[src/rtl/sbp_pkg.sv]
package sbp_pkg;
    localparam int NBITS = 4;
    localparam int NENT  = 1 << NBITS;
    localparam int CNTW  = NBITS + 1;
    localparam int HALF  = NENT / 2;
    localparam int DIFF_LIMIT = 4;
    localparam int LIN_LIMIT  = 4;

    typedef logic [NBITS-1:0] word_t;
    typedef logic [CNTW-1:0]  cnt_t;
    typedef logic [NENT-1:0]  mask_t;

    typedef enum logic [2:0] {
        PH_IDLE,
        PH_SCAN,
        PH_DIFF,
        PH_LIN,
        PH_FIN
    } phase_e;

    typedef struct packed {
        word_t outer;   // input difference or input mask
        word_t inner;   // output difference or output mask
        word_t x;       // current table input
    } sweep_t;

    localparam word_t WMAX = {NBITS{1'b1}};

    function automatic logic parity(word_t v);
        return ^v;
    endfunction

    function automatic cnt_t imbalance(cnt_t c);
        return (c >= cnt_t'(HALF)) ? (c - cnt_t'(HALF)) : (cnt_t'(HALF) - c);
    endfunction
endpackage

[src/rtl/sbp_table.sv]
module sbp_table
    import sbp_pkg::*;
(
    input  logic  clk,
    input  logic  rst,
    input  logic  we,
    input  word_t waddr,
    input  word_t wdata,
    input  word_t raddr_a,
    input  word_t raddr_b,
    output word_t rdata_a,
    output word_t rdata_b
);
    word_t entry [NENT];

    for (genvar i = 0; i < NENT; i++) begin : g_entry
        always_ff @(posedge clk) begin
            if (rst)
                entry[i] <= '0;
            else if (we && waddr == word_t'(i))
                entry[i] <= wdata;
        end
    end

    assign rdata_a = entry[raddr_a];
    assign rdata_b = entry[raddr_b];
endmodule

[src/rtl/sbp_sweep.sv]
module sbp_sweep
    import sbp_pkg::*;
(
    input  logic   clk,
    input  logic   rst,
    input  logic   launch,
    output phase_e phase,
    output sweep_t sw,
    output logic   count_end
);
    always_ff @(posedge clk) begin
        if (rst) begin
            phase <= PH_IDLE;
            sw    <= '0;
        end else begin
            unique case (phase)
                PH_IDLE: begin
                    if (launch) begin
                        phase <= PH_SCAN;
                        sw    <= '0;
                    end
                end
                PH_SCAN: begin
                    sw.x <= sw.x + 1'b1;
                    if (sw.x == WMAX) begin
                        phase    <= PH_DIFF;
                        sw.outer <= word_t'(1);
                        sw.inner <= '0;
                    end
                end
                PH_DIFF: begin
                    sw.x <= sw.x + 1'b1;
                    if (sw.x == WMAX) begin
                        sw.inner <= sw.inner + 1'b1;
                        if (sw.inner == WMAX) begin
                            sw.outer <= sw.outer + 1'b1;
                            if (sw.outer == WMAX) begin
                                phase    <= PH_LIN;
                                sw.outer <= word_t'(1);
                                sw.inner <= word_t'(1);
                            end
                        end
                    end
                end
                PH_LIN: begin
                    sw.x <= sw.x + 1'b1;
                    if (sw.x == WMAX) begin
                        if (sw.inner == WMAX) begin
                            sw.inner <= word_t'(1);
                            sw.outer <= sw.outer + 1'b1;
                            if (sw.outer == WMAX)
                                phase <= PH_FIN;
                        end else begin
                            sw.inner <= sw.inner + 1'b1;
                        end
                    end
                end
                PH_FIN: phase <= PH_IDLE;
                default: phase <= PH_IDLE;
            endcase
        end
    end

    assign count_end = (phase == PH_DIFF || phase == PH_LIN) && (sw.x == WMAX);
endmodule

[src/rtl/sbp_accum.sv]
module sbp_accum
    import sbp_pkg::*;
(
    input  logic   clk,
    input  logic   rst,
    input  logic   launch,
    input  phase_e phase,
    input  sweep_t sw,
    input  logic   count_end,
    input  word_t  s_x,
    input  word_t  s_xd,
    output logic   done,
    output cnt_t   max_diff,
    output cnt_t   max_lin,
    output logic   bijective,
    output logic   fixed_free,
    output logic   optimal
);
    cnt_t  cnt;
    mask_t seen;
    logic  fix_seen;
    logic  hit;
    cnt_t  cnt_final;
    cnt_t  imb;
    mask_t seen_next;
    logic  fix_next;

    always_comb begin
        hit = 1'b0;
        if (phase == PH_DIFF)
            hit = ((s_x ^ s_xd) == sw.inner);
        else if (phase == PH_LIN)
            hit = (parity(sw.outer & sw.x) == parity(sw.inner & s_x));
    end

    assign cnt_final = cnt + cnt_t'(hit);
    assign imb       = imbalance(cnt_final);
    assign seen_next = seen | (mask_t'(1) << s_x);
    assign fix_next  = fix_seen | (s_x == sw.x);

    always_ff @(posedge clk) begin
        if (rst) begin
            cnt        <= '0;
            seen       <= '0;
            fix_seen   <= 1'b0;
            done       <= 1'b0;
            max_diff   <= '0;
            max_lin    <= '0;
            bijective  <= 1'b0;
            fixed_free <= 1'b0;
            optimal    <= 1'b0;
        end else begin
            done <= 1'b0;
            unique case (phase)
                PH_IDLE: begin
                    if (launch) begin
                        cnt        <= '0;
                        seen       <= '0;
                        fix_seen   <= 1'b0;
                        max_diff   <= '0;
                        max_lin    <= '0;
                        bijective  <= 1'b0;
                        fixed_free <= 1'b0;
                        optimal    <= 1'b0;
                    end
                end
                PH_SCAN: begin
                    seen     <= seen_next;
                    fix_seen <= fix_next;
                    if (sw.x == WMAX) begin
                        bijective  <= &seen_next;
                        fixed_free <= ~fix_next;
                    end
                end
                PH_DIFF: begin
                    if (count_end) begin
                        cnt <= '0;
                        if (cnt_final > max_diff)
                            max_diff <= cnt_final;
                    end else begin
                        cnt <= cnt_final;
                    end
                end
                PH_LIN: begin
                    if (count_end) begin
                        cnt <= '0;
                        if (imb > max_lin)
                            max_lin <= imb;
                    end else begin
                        cnt <= cnt_final;
                    end
                end
                PH_FIN: begin
                    done    <= 1'b1;
                    optimal <= bijective && fixed_free &&
                               (max_diff <= cnt_t'(DIFF_LIMIT)) &&
                               (max_lin  <= cnt_t'(LIN_LIMIT));
                end
                default: ;
            endcase
        end
    end

    AST_DONE_PULSE: assert property (@(posedge clk) disable iff (rst)
        done |=> !done);

    AST_DIFF_EVEN: assert property (@(posedge clk) disable iff (rst)
        !max_diff[0]);

    AST_DIFF_MONO: assert property (@(posedge clk) disable iff (rst)
        (phase == PH_DIFF && $past(phase) == PH_DIFF) |-> (max_diff >= $past(max_diff)));

    AST_LIN_RANGE: assert property (@(posedge clk) disable iff (rst)
        max_lin <= cnt_t'(HALF));
endmodule

[src/rtl/sbox_profiler.sv]
module sbox_profiler
    import sbp_pkg::*;
(
    input  logic       clk,
    input  logic       rst,
    input  logic       tbl_we,
    input  logic [3:0] tbl_addr,
    input  logic [3:0] tbl_data,
    input  logic       start,
    output logic       done,
    output logic [4:0] max_diff,
    output logic [4:0] max_lin,
    output logic       bijective,
    output logic       fixed_free,
    output logic       optimal
);
    phase_e phase;
    sweep_t sw;
    logic   count_end;
    logic   idle;
    logic   launch;
    logic   we_eff;
    word_t  s_x;
    word_t  s_xd;

    assign idle   = (phase == PH_IDLE);
    assign launch = start && idle;
    assign we_eff = tbl_we && idle;

    sbp_table u_table (
        .clk     (clk),
        .rst     (rst),
        .we      (we_eff),
        .waddr   (tbl_addr),
        .wdata   (tbl_data),
        .raddr_a (sw.x),
        .raddr_b (sw.x ^ sw.outer),
        .rdata_a (s_x),
        .rdata_b (s_xd)
    );

    sbp_sweep u_sweep (
        .clk       (clk),
        .rst       (rst),
        .launch    (launch),
        .phase     (phase),
        .sw        (sw),
        .count_end (count_end)
    );

    sbp_accum u_accum (
        .clk        (clk),
        .rst        (rst),
        .launch     (launch),
        .phase      (phase),
        .sw         (sw),
        .count_end  (count_end),
        .s_x        (s_x),
        .s_xd       (s_xd),
        .done       (done),
        .max_diff   (max_diff),
        .max_lin    (max_lin),
        .bijective  (bijective),
        .fixed_free (fixed_free),
        .optimal    (optimal)
    );

    AST_HOLD_IDLE: assert property (@(posedge clk) disable iff (rst)
        (idle && $past(idle) && !$past(start)) |->
        ($stable(max_diff) && $stable(max_lin) && $stable(optimal) &&
         $stable(bijective) && $stable(fixed_free)));

    AST_NO_RESTART: assert property (@(posedge clk) disable iff (rst)
        (start && (phase == PH_DIFF || phase == PH_LIN)) |=> (phase != PH_SCAN));
endmodule

[config.mk]
export PLATFORM = sky130hd
export DESIGN_NAME = sbox_profiler
export DESIGN_NICKNAME = d
export VERILOG_FILES = /design/src/rtl/sbp_pkg.sv /design/src/rtl/sbp_table.sv /design/src/rtl/sbp_sweep.sv /design/src/rtl/sbp_accum.sv /design/src/rtl/sbox_profiler.sv
export SDC_FILE = /design/constraint.sdc
export NUM_CORES = 1
export LEC_CHECK = 0
export ABC_AREA = 1
export BUFFER_PORTS_ARGS = -buffer_cell sky130_fd_sc_hd__clkbuf_2
export CAP_MARGIN = 0
export CORE_MARGIN = 3
export CORE_UTILIZATION = 65
export DETAILED_ROUTE_END_ITERATION = 12
export GPL_TIMING_DRIVEN = 0
export PLACE_DENSITY_LB_ADDON = 0.05
export SYNTH_ARGS = -nofsm -noshare
export SYNTH_HDL_FRONTEND = slang
export SYNTH_SLANG_ARGS = --single-unit
[constraint.sdc]
create_clock -name clk -period 8.4 [get_ports clk]
set_clock_uncertainty 0.15 [all_clocks]
set_input_delay 1.26 -clock clk [delete_from_list [all_inputs] [get_ports clk]]
set_output_delay 1.26 -clock clk [all_outputs]
set_load 0.05 [all_outputs]
==> results.md <==
* status: finished clean
* Avg Cell Area, Syn: 7.49 µm²
* detailed placer's ending HPWL: 14.6 mm
* most used flip-flop cell after synthesis: sky130_fd_sc_hd__edfxtp_1
* flip-flop and latch count after synthesis: 119
* Crit path buffers/inverters: 5
* number of DRC violations after detailed-routing iteration 0: 978
* average wire per cell in the routed design: 17.8 µm
* leading cell types by count after synthesis: 172 x sky130_fd_sc_hd__nand2_1, 130 x sky130_fd_sc_hd__inv_1, 112 x sky130_fd_sc_hd__nor2_1
* utilization after layout: 0.765
* count of input and output buffers: 25
* Chip Height: 110 µm
* highest fanout seen on the critical path: 10
* count of flip-flops with a built-in enable after synthesis: 64
* Filler cells: 789
* Starting Density: 0.671
* transition at the pin with the smallest max-transition slack: 0.884 ns
* maximum clock path buffer count: 2
* cell area after placement: 7290 µm²
* area leader, netlist: sky130_fd_sc_hd__edfxtp_1
* Crit path largest cell delay: 0.47 ns
* count of endpoints failing setup in the final report: 0
* post-route antenna net violation count: 0
* category of cells accounting for the largest share of critical-path delay: adder cells
* total area of multi-input combinational cells: 3220 µm²
* Total Wirelength: 20.1 mm
* signal arrival time at the worst endpoint: 6.39 ns
* total via count in the routed design: 6823
* TritonRoute pass-1 iters: 6
* type of destination of the critical path: flip-flop
* final-report max-slew violation count: 0
* sequential cell fraction of total power: 0.268
* DRC violation count after routing: 0
* sink count of the clock tree: 119
* slowest stage cell, crit path: sky130_fd_sc_hd__ha_1
* leakage: 0.00338 µW
* horizontal die dimension: 110 µm
* Ys Warns: 0
* Switch Pwr: 1070 µW
* total nets after synthesis: 967
* all-layer global routing usage: 0.346
* total setup buffers inserted after CTS: 0
* synthesized area: 6990 µm²
* number of buffers created by CTS: 17
* number of global-route vias before repair: 6347
* Routability Congestion: 0.988
* proportion of layout cells with a drive suffix above 1: 0.0959
* worst slew margin relative to its limit: 0.404
* Internal Pwr Total: 1570 µW
* proportion of register bits with asynchronous set or reset after synthesis: 0
* wire length of the first global-routing pass: 31.2 mm
* clock input transition at the sequential cells of the worst setup and hold paths: 0.06 ns
* Layout Area Growth over Synthesis: 14.0%
* diode count: 0
* depth of the worst hold-timing path: 2
* class of the tightest hold or removal check: flip-flop to flip-flop
* share of the synthesized area in the top cell type: 0.275
* sequential element share of the synthesized area: 0.432
* pin count of the biggest net entering global routing: 17
* Storage cell area: 3020 µm²
* Setup TNS: 0 ns
* number of vias per cell: 6.05
* count of cell instances traversed by the critical path: 30
* area of the placeable core: 10400 µm²
* type of the setup path with the least slack: flip-flop to flip-flop
* Req. time, crit path: 8.71 ns
* switching share of power: 0.405
* most frequent cell on the critical path: sky130_fd_sc_hd__ha_1
* Peak Freq: 0.164 GHz
* post-layout instance area: 7970 µm²
* most frequent cell after synthesis: sky130_fd_sc_hd__nand2_1
* post-cts hold buffer count: 0
* Max IR drop VDD: 0.230 mV
* CP startpoint kind: flip-flop
* crit path time final: 6.08 ns
* power per cell area: 330 nW/µm²
* fraction of power consumed by the clock network: 0.312
* initial antenna violation count: 0
* placed instance count: 1095
* buffer cell driving the clock tree root: sky130_fd_sc_hd__clkbuf_8
* setup repair after global routing missed its margin: no
* Finished Layout Cells: 1127
* Unique masters post-synth: 43
* Remaining Overflow, GRT: 0
* share of the clock period used by the worst path: 0.724
* # rows: 37
* TritonCTS clock tree: done
* number of cells upsized or downsized after cts: 0
* number of primary I/O pins: 26
* max-cap check violation count: 0
* net total in the final layout: 1011
* later-pin clock latency in the skew report: 0.54 ns
* htree depth: 4
* final number of hold-violating endpoints: 0
* logic depth of the worst register-to-register path: 30
* relative contribution of combinational cells to total power: 0.420
* ranking of synthesized cells by area: sky130_fd_sc_hd__edfxtp_1 27%, sky130_fd_sc_hd__dfxtp_1 16%, sky130_fd_sc_hd__nand2_1 9.2%, sky130_fd_sc_hd__inv_1 7.0%, sky130_fd_sc_hd__nand3_1 6.5%
* overall die area: 12000 µm²
* gate count after technology mapping: 934
-- power groups by stage --
| stage | Combinational (µW) | Clock (µW) | Sequential (µW) |
|---|---|---|---|
| 2_1_floorplan | 758 | 0 | 747 |
| 3_3_place_gp | 1030 | 0 | 713 |
| 3_5_place_dp | 1060 | 0 | 716 |
| 4_1_cts | 1070 | 818 | 704 |
| 5_1_grt | 1220 | 846 | 711 |
| 6_report | 1110 | 821 | 706 |
-- path summary, 6_finish.rpt --
check              startpoint            endpoint  slack, ns
min          u_accum.seen[14]    u_accum.seen[14]       0.32
max reg2reg     u_sweep.sw[1]  u_accum.max_lin[3]       2.32
min reg2reg  u_accum.seen[14]    u_accum.seen[14]       0.32
max             u_sweep.sw[1]  u_accum.max_lin[3]       2.32
-- per-layer routing --
layer / vias to the layer above / part of all wire / track usage
li1: 3190 / - / -
met1: 3165 / 0.41 / 0.445
met2: 413 / 0.46 / 0.541
met3: 55 / 0.11 / 0.109
met4: 0 / 0.027 / 0.142
met5: - / 0 / 0
-- final cells by class --
cell class	instances	share of cell area
Inverter	142	0.0672
Timing Repair Buffer	25	0.0157
Clock inverter	4	0.0119
Multi-Input combinational cell	638	0.403
Buffer	35	0.0275
Tap cell	136	0.0213
Sequential cell	119	0.379
Clock buffer	28	0.0739
-- metrics by stage --
step	power [µW]	setup slack [ns]	hold WS, ns
after detailed placement	1770	2.60	0.314
final	2630	2.32	0.316
after global placement	1740	2.82	0.301
after floorplan	1500	3.77	0.289
after CTS	2590	2.56	0.322
after global routing	2770	1.84	0.345
-- layout by cell type (no fill, tap or decap), drive strengths merged, types with 19 or more instances in the layout --
| cell type | netlist | layout |
|---|---|---|
| o21ai | 64 | 64 |
| ha | 21 | 21 |
| nand2 | 176 | 176 |
| a21oi | 88 | 88 |
| dfxtp | 55 | 55 |
| nand3 | 91 | 91 |
| nor2 | 120 | 120 |
| edfxtp | 64 | 64 |
| buf | 19 | 19 |
| clkbuf | 16 | 69 |
| inv | 138 | 138 |
-- worst register-to-register path: cells and delay by family, from the launching register on --
family / cells / cell delay [ns]
buffers and inverters: 5 / 1.08
AO/OA/AOI/OAI: 8 / 1.26
XOR/XNOR: 3 / 0.71
flip-flops: 1 / 0.36
adder cells (fa/ha/maj): 5 / 1.41
AND/OR/NAND/NOR: 9 / 1.05
-- kinds of logic after synthesis --
family,Yosys count,synth area share
flops,119,0.432
fa+ha+maj,21,0.0376
xor+xnor,18,0.0225
buf+inv,177,0.108
simple gates,413,0.252
compound gates,186,0.147
-- sequential cells by signal, summed over array words and instances, names as in the netlist, 3 cells and up, named ones only --
signal and count:
u_accum.max_lin 5, u_accum.seen 16, u_accum.max_diff 5, u_sweep.phase 3, u_table.entry 64, u_sweep.sw 12
u_accum.cnt 5
No activity file was read; power rests on OpenSTA's default activity.
